[src/rtl/wbuf_pkg.sv]
package wbuf_pkg;
    // drain machine: waiting out the interval, head write offered, awaiting acknowledge
    typedef enum logic [1:0] {
        DR_COUNT   = 2'd0,
        DR_DUE     = 2'd1,
        DR_ACKWAIT = 2'd2
    } drain_state_e;
endpackage

[src/rtl/wbuf_fifo.sv]
module wbuf_fifo #(
    parameter int DEPTH = 4,
    parameter int AW    = 32,
    parameter int DW    = 32,
    localparam int PW   = (DEPTH > 1) ? $clog2(DEPTH) : 1,
    localparam int CW   = $clog2(DEPTH + 1)
) (
    input  logic          clk,
    input  logic          rst_n,
    input  logic          push,
    input  logic [AW-1:0] push_addr,
    input  logic [DW-1:0] push_data,
    input  logic          pop,
    output logic [AW-1:0] head_addr,
    output logic [DW-1:0] head_data,
    input  logic [AW-1:0] probe_addr,
    output logic          probe_hit,
    output logic [CW-1:0] level,
    output logic          full,
    output logic          empty
);
    logic [AW-1:0]    addr_q [DEPTH];
    logic [DW-1:0]    data_q [DEPTH];
    logic [DEPTH-1:0] vld_q;
    logic [DEPTH-1:0] match;
    logic [PW-1:0]    wr_ptr, rd_ptr;
    logic [CW-1:0]    level_q;

    function automatic logic [PW-1:0] bump(input logic [PW-1:0] p);
        return (p == PW'(DEPTH - 1)) ? '0 : p + PW'(1);
    endfunction

    always_ff @(posedge clk) begin
        if (!rst_n) begin
            vld_q   <= '0;
            wr_ptr  <= '0;
            rd_ptr  <= '0;
            level_q <= '0;
        end else begin
            if (push) begin
                addr_q[wr_ptr] <= push_addr;
                data_q[wr_ptr] <= push_data;
                vld_q[wr_ptr]  <= 1'b1;
                wr_ptr         <= bump(wr_ptr);
            end
            if (pop) begin
                vld_q[rd_ptr] <= 1'b0;
                rd_ptr        <= bump(rd_ptr);
            end
            level_q <= level_q + CW'(push) - CW'(pop);
        end
    end

    // one comparator per slot, every valid slot takes part
    for (genvar g = 0; g < DEPTH; g++) begin : g_cmp
        assign match[g] = vld_q[g] && (addr_q[g] == probe_addr);
    end

    assign probe_hit = |match;
    assign head_addr = addr_q[rd_ptr];
    assign head_data = data_q[rd_ptr];
    assign level     = level_q;
    assign full      = (level_q == CW'(DEPTH));
    assign empty     = (level_q == '0);

    AST_FIFO_NO_OVERFLOW: assert property (@(posedge clk) disable iff (!rst_n)
        full && !pop |=> level == CW'(DEPTH));
    AST_FIFO_NO_UNDERFLOW: assert property (@(posedge clk) disable iff (!rst_n)
        pop |-> vld_q != '0);
endmodule

[src/rtl/wbuf_drain_ctrl.sv]
module wbuf_drain_ctrl
    import wbuf_pkg::*;
#(
    parameter int GAP  = 6,
    localparam int CNTW = $clog2(GAP),
    localparam int SW   = $clog2(GAP + 1)
) (
    input  logic clk,
    input  logic rst_n,
    input  logic strict,
    input  logic buf_empty,
    input  logic port_taken,
    input  logic mem_ready,
    input  logic wack,
    output logic drain_req,
    output logic drain_done
);
    drain_state_e  state_q, state_d;
    logic [CNTW-1:0] cnt_q, cnt_d;

    always_ff @(posedge clk) begin
        if (!rst_n) begin
            state_q <= DR_COUNT;
            cnt_q   <= '0;
        end else begin
            state_q <= state_d;
            cnt_q   <= cnt_d;
        end
    end

    always_comb begin
        state_d = state_q;
        cnt_d   = cnt_q;
        unique case (state_q)
            DR_COUNT: begin
                if (!buf_empty) begin
                    if (cnt_q == CNTW'(GAP - 2)) begin
                        state_d = DR_DUE;       // interval elapsed
                        cnt_d   = '0;
                    end else begin
                        cnt_d = cnt_q + CNTW'(1);
                    end
                end
            end
            DR_DUE: begin
                if (drain_done) begin
                    state_d = strict ? DR_ACKWAIT : DR_COUNT; // write accepted
                end
            end
            DR_ACKWAIT: begin
                if (wack) begin
                    state_d = DR_COUNT;         // acknowledge seen
                end
            end
            default: begin
                state_d = DR_COUNT;
                cnt_d   = '0;
            end
        endcase
    end

    always_comb begin
        drain_req  = (state_q == DR_DUE);
        drain_done = drain_req && !port_taken && mem_ready;
    end

    // spacing monitor: cycles since the last write handshake
    logic [SW-1:0] since_q;
    always_ff @(posedge clk) begin
        if (!rst_n)          since_q <= SW'(GAP);
        else if (drain_done) since_q <= '0;
        else if (since_q != SW'(GAP)) since_q <= since_q + SW'(1);
    end

    AST_RETIRE_GAP: assert property (@(posedge clk) disable iff (!rst_n)
        drain_done |-> since_q >= SW'(GAP - 1));
    AST_DUE_NEEDS_ENTRY: assert property (@(posedge clk) disable iff (!rst_n)
        drain_req |-> !buf_empty);
endmodule

[src/rtl/wbuf_bypass.sv]
module wbuf_bypass #(
    parameter int DEPTH = 4,
    parameter int AW    = 32,
    parameter int DW    = 32,
    parameter int GAP   = 6,
    localparam int CW   = $clog2(DEPTH + 1)
) (
    input  logic          clk,
    input  logic          rst_n,
    input  logic          strict_mode,
    input  logic          st_valid,
    output logic          st_ready,
    input  logic [AW-1:0] st_addr,
    input  logic [DW-1:0] st_data,
    input  logic          ld_valid,
    output logic          ld_ready,
    input  logic [AW-1:0] ld_addr,
    output logic [DW-1:0] ld_rdata,
    output logic          mem_valid,
    input  logic          mem_ready,
    output logic          mem_we,
    output logic [AW-1:0] mem_addr,
    output logic [DW-1:0] mem_wdata,
    input  logic [DW-1:0] mem_rdata,
    input  logic          mem_wack,
    output logic [CW-1:0] occupancy,
    output logic          full
);
    logic          push, pop, hit, q_full, q_empty, load_go, drain_req;
    logic [AW-1:0] head_addr;
    logic [DW-1:0] head_data;

    wbuf_fifo #(.DEPTH(DEPTH), .AW(AW), .DW(DW)) u_fifo (
        .clk        (clk),
        .rst_n      (rst_n),
        .push       (push),
        .push_addr  (st_addr),
        .push_data  (st_data),
        .pop        (pop),
        .head_addr  (head_addr),
        .head_data  (head_data),
        .probe_addr (ld_addr),
        .probe_hit  (hit),
        .level      (occupancy),
        .full       (q_full),
        .empty      (q_empty)
    );

    wbuf_drain_ctrl #(.GAP(GAP)) u_ctrl (
        .clk        (clk),
        .rst_n      (rst_n),
        .strict     (strict_mode),
        .buf_empty  (q_empty),
        .port_taken (load_go),
        .mem_ready  (mem_ready),
        .wack       (mem_wack),
        .drain_req  (drain_req),
        .drain_done (pop)
    );

    always_comb begin
        load_go   = ld_valid && !hit;
        st_ready  = !q_full;
        push      = st_valid && !q_full;
        full      = q_full;
        mem_valid = load_go || drain_req;
        mem_we    = !load_go && drain_req;
        mem_addr  = load_go ? ld_addr : head_addr;
        mem_wdata = head_data;
        ld_ready  = load_go && mem_ready;
        ld_rdata  = mem_rdata;
    end

    // strict-mode outstanding-write tracker
    logic out_q;
    always_ff @(posedge clk) begin
        if (!rst_n) out_q <= 1'b0;
        else if (mem_valid && mem_ready && mem_we && strict_mode) out_q <= 1'b1;
        else if (mem_wack) out_q <= 1'b0;
    end

    AST_STRICT_SINGLE: assert property (@(posedge clk) disable iff (!rst_n)
        out_q |-> !(mem_valid && mem_we));
    AST_BYPASS_NO_MATCH: assert property (@(posedge clk) disable iff (!rst_n)
        mem_valid && !mem_we |-> !hit && mem_addr == ld_addr);
    AST_LOAD_FIRST_HOLD: assert property (@(posedge clk) disable iff (!rst_n)
        drain_req && load_go |=> drain_req);
    AST_STORE_COUNTED: assert property (@(posedge clk) disable iff (!rst_n)
        st_valid && st_ready && !pop |=> occupancy != '0);
    AST_WRITE_NONEMPTY: assert property (@(posedge clk) disable iff (!rst_n)
        mem_valid && mem_we |-> occupancy != '0);
endmodule

[config.mk]
export PLATFORM = sky130hd
export DESIGN_NAME = wbuf_bypass
export DESIGN_NICKNAME = d
export VERILOG_FILES = /design/src/rtl/wbuf_pkg.sv /design/src/rtl/wbuf_fifo.sv /design/src/rtl/wbuf_drain_ctrl.sv /design/src/rtl/wbuf_bypass.sv
export SDC_FILE = /design/constraint.sdc
export NUM_CORES = 1
export LEC_CHECK = 0
export CAP_MARGIN = 0
export CORE_MARGIN = 5
export CORE_UTILIZATION = 52
export DETAILED_ROUTE_END_ITERATION = 10
export PLACE_DENSITY = 0.8
export SLEW_MARGIN = 10
export SYNTH_ARGS = -nofsm -noshare
export SYNTH_HDL_FRONTEND = slang
export SYNTH_HIERARCHICAL = 1
export SYNTH_SLANG_ARGS = --single-unit
[constraint.sdc]
create_clock -name clk -period 4.8 [get_ports clk]
set_input_delay 0.72 -clock clk [delete_from_list [all_inputs] [get_ports clk]]
set_output_delay 0.72 -clock clk [all_outputs]
set_load 0.02 [all_outputs]
==> results of run 1 <==
-- cell type report --
cell class | instances | area share [%]
tap | 319 | 2.60
clock buffer | 37 | 5.05
sequential | 274 | 52.4
clock inverter | 15 | 1.50
multi-input combinational | 354 | 25.5
inverter | 17 | 0.415
timing repair buffer | 189 | 12.6
-- tightest hold or removal path, cell delays in order, from the launching register on --
cell,delay [ns]
dfxtp_1,0.33
nand2_1,0.06
mux2i_1,0.05
-- registers in the layout, indices dropped and copies added, names as in the netlist, named ones only --
name	cells
u_fifo/wr_ptr	2
u_fifo/addr_q	128
u_ctrl/cnt_q	3
u_fifo/rd_ptr	2
u_fifo/level	3
u_fifo/data_q	128
u_fifo/vld_q	4
u_ctrl/state_q	2
-- Yosys cell counts (all sizes together) --
master | number | area [um^2]
nand3b | 1 | 7.51
dfxtp | 18 | 360
and2 | 7 | 43.8
mux2 | 32 | 462
nand2 | 13 | 48.8
buf | 45 | 328
a22o | 1 | 8.76
inv | 17 | 63.8
o21ai | 2 | 10.0
ha | 15 | 188
xor2 | 125 | 1090
xnor2 | 5 | 43.8
o22ai | 2 | 12.5
nand2b | 3 | 33.8
a31oi | 1 | 6.26
nor2b | 4 | 25.0
edfxtp | 256 | 7690
nor3b | 1 | 7.51
mux2i | 4 | 40.0
o21a | 1 | 7.51
fa | 1 | 20.0
nand4 | 5 | 31.3
and3 | 5 | 31.3
nor3 | 10 | 50.1
mux4 | 64 | 1440
nor2 | 7 | 26.3
nand3 | 10 | 50.1
a21oi | 6 | 37.5
clkbuf | 7 | 26.3
or4 | 1 | 7.51
nor4 | 28 | 175
-- cell usage in the layout, fill, tap and decap left out, types with 2 or more instances in the layout --
cell,netlist,layout
dfxtp_1,18,16
and3_2,0,4
a21oi_2,2,2
mux4_2,64,64
and2_1,7,7
mux2_2,5,5
o22ai_1,2,2
ha_1,15,15
xnor2_1,5,5
mux2_4,27,27
clkinv_2,0,4
nand2b_4,2,2
nand3_1,10,10
bufinv_16,0,6
a21oi_1,4,4
nor2b_1,4,4
clkbuf_8,0,2
nand4_1,5,5
buf_12,0,6
inv_1,17,17
nor2_1,7,7
clkdlybuf4s50_1,0,174
xor2_1,125,125
clkbuf_16,0,29
edfxtp_1,256,256
buf_4,32,9
mux2i_1,4,4
nor3_1,10,10
clkbuf_1,7,6
nand2_1,13,13
clkinv_1,0,3
nor4_1,28,28
-- cell families after synthesis --
family                   Yosys count  synth area share (%)
AND/OR/NAND/NOR                   95                  4.35
flip-flops                       274                  65.0
multiplexers                     100                  15.7
XOR/XNOR                         130                  9.20
AO/OA/AOI/OAI                     13                 0.667
buffers and inverters             69                  3.38
adder cells (fa/ha/maj)           16                  1.68
-- routing by layer --
metal  share of wire (%)  wire length, um
met1                  40            11200
met2                  47            13100
met3                 9.6             2660
met4                 2.7              754
met5               0.047               13
-- power by group through the flow --
stage               combinational, uW  clock [uW]  sequential (uW)
global placement                 1050           0             2900
CTS                              1070        2350             2860
floorplan                         638           0             2890
detailed placement               1060           0             2910
global route                     1140        2460             2870
finish                           1060        2310             2850
-- metrics by stage --
step	std cells	utilization [%]	hold WS (ns)	instance area, um^2
4_1_cts	1205	65.5	0.486	15400
3_3_place_gp	1153	61.2	0.470	14400
2_1_floorplan	697	-	0.451	12400
3_5_place_dp	1153	61.2	0.478	14400
5_1_grt	1205	65.5	0.513	15400
6_report	1205	65.5	0.487	15400
-- how the worst max path moves through the flow --
stage	start	endpoint	slack (ns)	depth (start not counted)
after floorplan	ld_addr[30]	u_fifo/level[2]$_SDFF_PN0_	1.21	17
after global placement	ld_addr[28]	mem_addr[20]	0.20	10
after detailed placement	ld_addr[12]	u_fifo/level[2]$_SDFF_PN0_	0.21	17
after CTS	ld_addr[28]	mem_addr[28]	0.19	10
after global routing	ld_addr[28]	mem_addr[20]	0.09	10
final	ld_addr[28]	mem_addr[28]	0.13	10
==> impl_metrics.env, run 1 <==
export IMPL_outcome="completed"
export IMPL_cts_tree="yes"
export IMPL_grt_usage_pct=20.4
export IMPL_syn_num_nets=848
export IMPL_met1_usage_pct=28.1
export IMPL_slew_limit_headroom_pct=26.9
export IMPL_cts_resized=0
export IMPL_syn2layout_area_growth_pct=24.2
export IMPL_final_nets=1015
export IMPL_antennaDiodeCount=0
export IMPL_die_h_um=164
export IMPL_seq_area_frac_synth_pct=65.0
export IMPL_cts_made_buffers=28
export IMPL_power_frac_comb_pct=17.0
export IMPL_crit_type="input pin to output port"
export IMPL_r2r_end="u_fifo/level[2]$_SDFF_PN0_"
export IMPL_rows=56
export IMPL_start_kind="input pin"
export IMPL_power_frac_clock_pct=37.1
export IMPL_cp_arrival_ns=3.95
export IMPL_grt_setup_unrepaired="no"
export IMPL_slowest_delay_ns=0.66
export IMPL_power_density_mw_per_mm2=405
export IMPL_cts_num_sinks=274
export IMPL_cts_buffer_depth=3
export IMPL_dieArea_mm2=0.0270
export IMPL_grt_pass1_vias=7244
export IMPL_num_vias=6781
export IMPL_worst_path_max_fanout=18
export IMPL_hold_viol_final=0
export IMPL_drtIter0Drc=525
export IMPL_busiest_layer="met2"
export IMPL_drive_gt1_share_pct=18.5
export IMPL_syn_area_mm2=0.0124
export IMPL_hpwl_um=19300
export IMPL_swShare_pct=23.6
export IMPL_design_core_area_mm2=0.0235
export IMPL_totalPowerFinal_uw=6220
export IMPL_use_met2_pct=32.9
export IMPL_crit_path_end_kind="output port"
export IMPL_n_fill_cell=1608
export IMPL_vias_per_cell=5.63
export IMPL_postCtsHoldBufs=0
export IMPL_holdPathStages=2
export IMPL_antenna_found_initial=1
export IMPL_finalWorstSetupSlack_ns=0.131
export IMPL_min_period_ns=4.67
export IMPL_final_setup_tns_ns=0
export IMPL_max_cap_violations=0
export IMPL_crit_top_cell="clkdlybuf4s50_1"
export IMPL_period_share_pct=97.3
export IMPL_irDropWorstVdd_uv=385
export IMPL_post_place_ws_ns=0.207
export IMPL_multiInputGateArea_mm2=0.00392
export IMPL_grt_start_max_net_pins=65
export IMPL_clockRootBuffer="clkbuf_16"
export IMPL_synthCells=697
export IMPL_r2r_slack_ns=1.12
export IMPL_avgRoutedWirePerCell_um=23.1
export IMPL_critPathTopFamily="buffers and inverters"
export IMPL_cts_max_level=1
export IMPL_timing_rr_start="u_fifo/addr_q[3][28]$_DFFE_PP_"
export IMPL_grt_overflow_total=0
export IMPL_finalSetupViolCount=0
export IMPL_fmax_mhz=214
export IMPL_die_w_um=164
export IMPL_path_buf_inv=3
export IMPL_met3_usage_pct=4.77
export IMPL_switchingPower_uw=1470
export IMPL_worstPathCellList="clkdlybuf4s50_1 -> xor2_1 -> nor4_1 -> nand4_1 -> nor3_1 -> or4_1 -> nand2b_4 -> buf_12 -> mux2_4 -> clkdlybuf4s50_1"
export IMPL_cts_setup_buffers=0
export IMPL_clk_pin_slew_ns=0.06
export IMPL_hold_class="register to register"
export IMPL_p_seq_share_pct=45.9
export IMPL_ant_nets=0
export IMPL_p_int_uw=4750
export IMPL_clk_latency_ns=0.52
export IMPL_grt_pass1_wl_um=41500
export IMPL_syn_area_per_cell_um2=17.8
export IMPL_start_util_pct=52.7
export IMPL_skew_ns=0.0111
export IMPL_drc_errors=0
export IMPL_critPathSlowestCell="clkdlybuf4s50_1"
export IMPL_seq_area_mm2=0.00805
export IMPL_hold_start="u_ctrl/state_q[0]$_SDFFE_PN0P_"
export IMPL_synth_seq_cells=274
export IMPL_cp_required_ns=4.08
export IMPL_power_leakage_uw=0.00518
export IMPL_whs_endpoint="u_ctrl/state_q[0]$_SDFFE_PN0P_"
export IMPL_ys_types=38
export IMPL_io_buffers=174
export IMPL_routed_wl_um=27800
export IMPL_io_pin_count=239
export IMPL_r2r_cells=16
export IMPL_drv_slew=0
export IMPL_yosys_warnings=6
export IMPL_worst_pin_slew_ns=1.10
export IMPL_dr_pass1_iters=5
export IMPL_place_congestion=0.955
Power figures use the tool's default switching activity.
==> inputs of run 2 (changes only) <==
CORE_UTILIZATION = 47   (was 52)
PLACE_DENSITY = 0.76   (was 0.8)
clock period = 4.1 ns   (was 4.8 ns; I/O delays follow)
==> run 2 against run 1 <==
Setup slack got worse by 0.044 ns. Global-route usage shrank 1.2 points. Sequential power is 17% higher. Register-to-register slack worse by 0.38 ns. Sequential cell count did not move. Sequential share of layout area shrank 0.98 points. Non-clock buffer count increased by 30. Cell area increased by 1.9%. Cell count is 4.2% higher. Clock skew rose by 0.018 ns.
==> impl_metrics.env, run 2 (same netlist as run 1, synthesis figures left out) <==
export IMPL_outcome="completed"
export IMPL_max_cap_violations=0
export IMPL_skew_ns=0.0287
export IMPL_final_nets=1047
export IMPL_grt_usage_pct=19.3
export IMPL_dp_cells=1199
export IMPL_cts_buffer_depth=3
export IMPL_irDropWorstVdd_uv=365
export IMPL_r2r_cells=16
export IMPL_hpwl_um=19300
export IMPL_drc_errors=0
export IMPL_start_kind="input pin"
export IMPL_power_density_mw_per_mm2=460
export IMPL_design_core_area_mm2=0.0260
export IMPL_ant_nets=0
export IMPL_worst_path_max_fanout=14
export IMPL_crit_path_end_kind="output port"
export IMPL_p_int_uw=5440
export IMPL_syn2layout_area_growth_pct=26.5
export IMPL_biggestRegsByFlops="u_fifo/addr_q: 128 flops, u_fifo/data_q: 128 flops, u_fifo/vld_q: 4 flops"
export IMPL_cts_max_level=1
export IMPL_routed_wl_um=28600
export IMPL_period_share_pct=97.9
export IMPL_cts_tree="yes"
export IMPL_finalSetupViolCount=0
export IMPL_final_core_util_pct=60.3
export IMPL_power_leakage_uw=0.00548
export IMPL_dieArea_mm2=0.0297
export IMPL_grt_start_max_net_pins=65
export IMPL_crit_type="input pin to output port"
export IMPL_die_w_um=172
export IMPL_final_cell_mix="edfxtp_1 (256), clkdlybuf4s50_1 (129), xor2_1 (122), mux4_2 (64), buf_4 (38)"
export IMPL_dr_pass1_iters=5
export IMPL_cts_num_sinks=274
export IMPL_worst_pin_slew_ns=0.767
export IMPL_cts_setup_buffers=0
export IMPL_r2r_slack_ns=0.74
export IMPL_start_util_pct=47.6
export IMPL_swShare_pct=24.6
export IMPL_rows=59
export IMPL_r2r_end="u_fifo/level[2]$_SDFF_PN0_"
export IMPL_grt_pass1_wl_um=42900
export IMPL_vias_per_cell=5.41
export IMPL_hold_class="register to register"
export IMPL_slew_limit_headroom_pct=48.8
export IMPL_final_common_cell="edfxtp_1"
export IMPL_power_frac_clock_pct=36.5
export IMPL_n_fill_cell=1957
export IMPL_grt_overflow_total=0
export IMPL_cts_made_buffers=30
export IMPL_drive_gt1_share_pct=22.4
export IMPL_hold_start="u_ctrl/state_q[0]$_SDFFE_PN0P_"
export IMPL_power_frac_comb_pct=17.2
export IMPL_cp_required_ns=3.48
export IMPL_num_vias=6798
export IMPL_avgRoutedWirePerCell_um=22.8
export IMPL_antenna_found_initial=3
export IMPL_fmax_mhz=249
export IMPL_drtIter0Drc=492
export IMPL_clk_pin_slew_ns=0.06
export IMPL_timing_rr_start="u_fifo/addr_q[2][22]$_DFFE_PP_"
export IMPL_clockRootBuffer="clkbuf_16"
export IMPL_io_pin_count=239
export IMPL_p_seq_share_pct=46.3
export IMPL_min_period_ns=4.01
export IMPL_final_setup_tns_ns=0
export IMPL_postCtsHoldBufs=0
export IMPL_place_congestion=0.819
export IMPL_die_h_um=172
export IMPL_grt_pass1_vias=7151
export IMPL_drv_slew=0
export IMPL_whs_endpoint="u_ctrl/state_q[0]$_SDFFE_PN0P_"
export IMPL_clk_latency_ns=0.55
export IMPL_totalPowerFinal_uw=7210
export IMPL_io_buffers=174
export IMPL_stdcell_count=1256
export IMPL_cp_arrival_ns=3.40
export IMPL_switchingPower_uw=1770
export IMPL_holdPathStages=2
export IMPL_hold_viol_final=0
[run 2: cell types whose count changed in the layout (fill, tap and decap cells not counted), moves of 8 or more]
cell,before,now
buf_4,9,38
dlygate4sd2_1,0,34
nor4_2,0,8
dlymetal6s2s_1,0,11
clkdlybuf4s50_1,174,129
nor4_1,28,20
[run 2: cell type report]
class	instances	area [um^2]	area share, %
Sequential cell	274	8050	51.4
Multi-Input combinational cell	354	3990	25.5
Timing Repair Buffer	219	2150	13.7
Clock buffer	36	773	4.94
Tap cell	335	419	2.68
Clock inverter	20	209	1.33
Inverter	17	63.8	0.407
Antenna cell	1	2.50	0.0160
[run 2: routing by layer]
| metal | vias up | global-route usage [%] | wire length [um] |
|---|---|---|---|
| met5 | - | 0 | 15 |
| met4 | 4 | 4.89 | 626 |
| met3 | 59 | 4.37 | 2240 |
| met2 | 254 | 30.8 | 13500 |
| met1 | 3415 | 27.2 | 12200 |
| li1 | 3066 | - | - |
[run 2: critical path, stage by stage]
cell and delay, ns:
clkdlybuf4s50_1 0.61, xor2_1 0.22, nor4_2 0.08, buf_4 0.15
nand3_1 0.10, nor3_1 0.05, or4_1 0.51, nand2b_4 0.22
buf_12 0.19, nand2b_1 0.07, clkdlybuf4s50_1 0.59
[run 2: power by group through the flow]
stage	registers [uW]	logic [uW]	clock network, uW
after CTS	3340	1250	2690
after floorplan	3380	747	0
after detailed placement	3400	1270	0
after global placement	3390	1260	0
final	3340	1240	2630
after global routing	3360	1340	2820
[run 2: per-stage QoR]
| stage | cell area (um^2) | worst slack (ns) | hold slack (ns) |
|---|---|---|---|
| 3_3_place_gp | 14600 | -0.197 | 0.472 |
| 5_1_grt | 15700 | -0.0122 | 0.503 |
| 4_1_cts | 15600 | 0.0371 | 0.489 |
| 3_5_place_dp | 14600 | -0.200 | 0.479 |
| 6_report | 15700 | 0.0873 | 0.483 |
| 2_1_floorplan | 12400 | 0.614 | 0.451 |
[run 2: repair_timing]
item / 4_1_cts / 5_1_grt
pin swaps: 0 / 0
resized for setup: 35 / 21
endpoints found under the setup margin: 33 / 34
[run 2: worst max-delay path by stage]
stage / start / end / slack, ns / depth (start not counted)
after floorplan: ld_addr[30] / u_fifo/level[2]$_SDFF_PN0_ / 0.61 / 17
after global placement: ld_addr[7] / mem_addr[7] / -0.20 / 12
after detailed placement: ld_addr[12] / mem_addr[7] / -0.20 / 10
after CTS: ld_addr[28] / mem_addr[7] / 0.04 / 12
after global routing: ld_addr[18] / mem_valid / -0.01 / 11
final: ld_addr[18] / mem_valid / 0.09 / 11
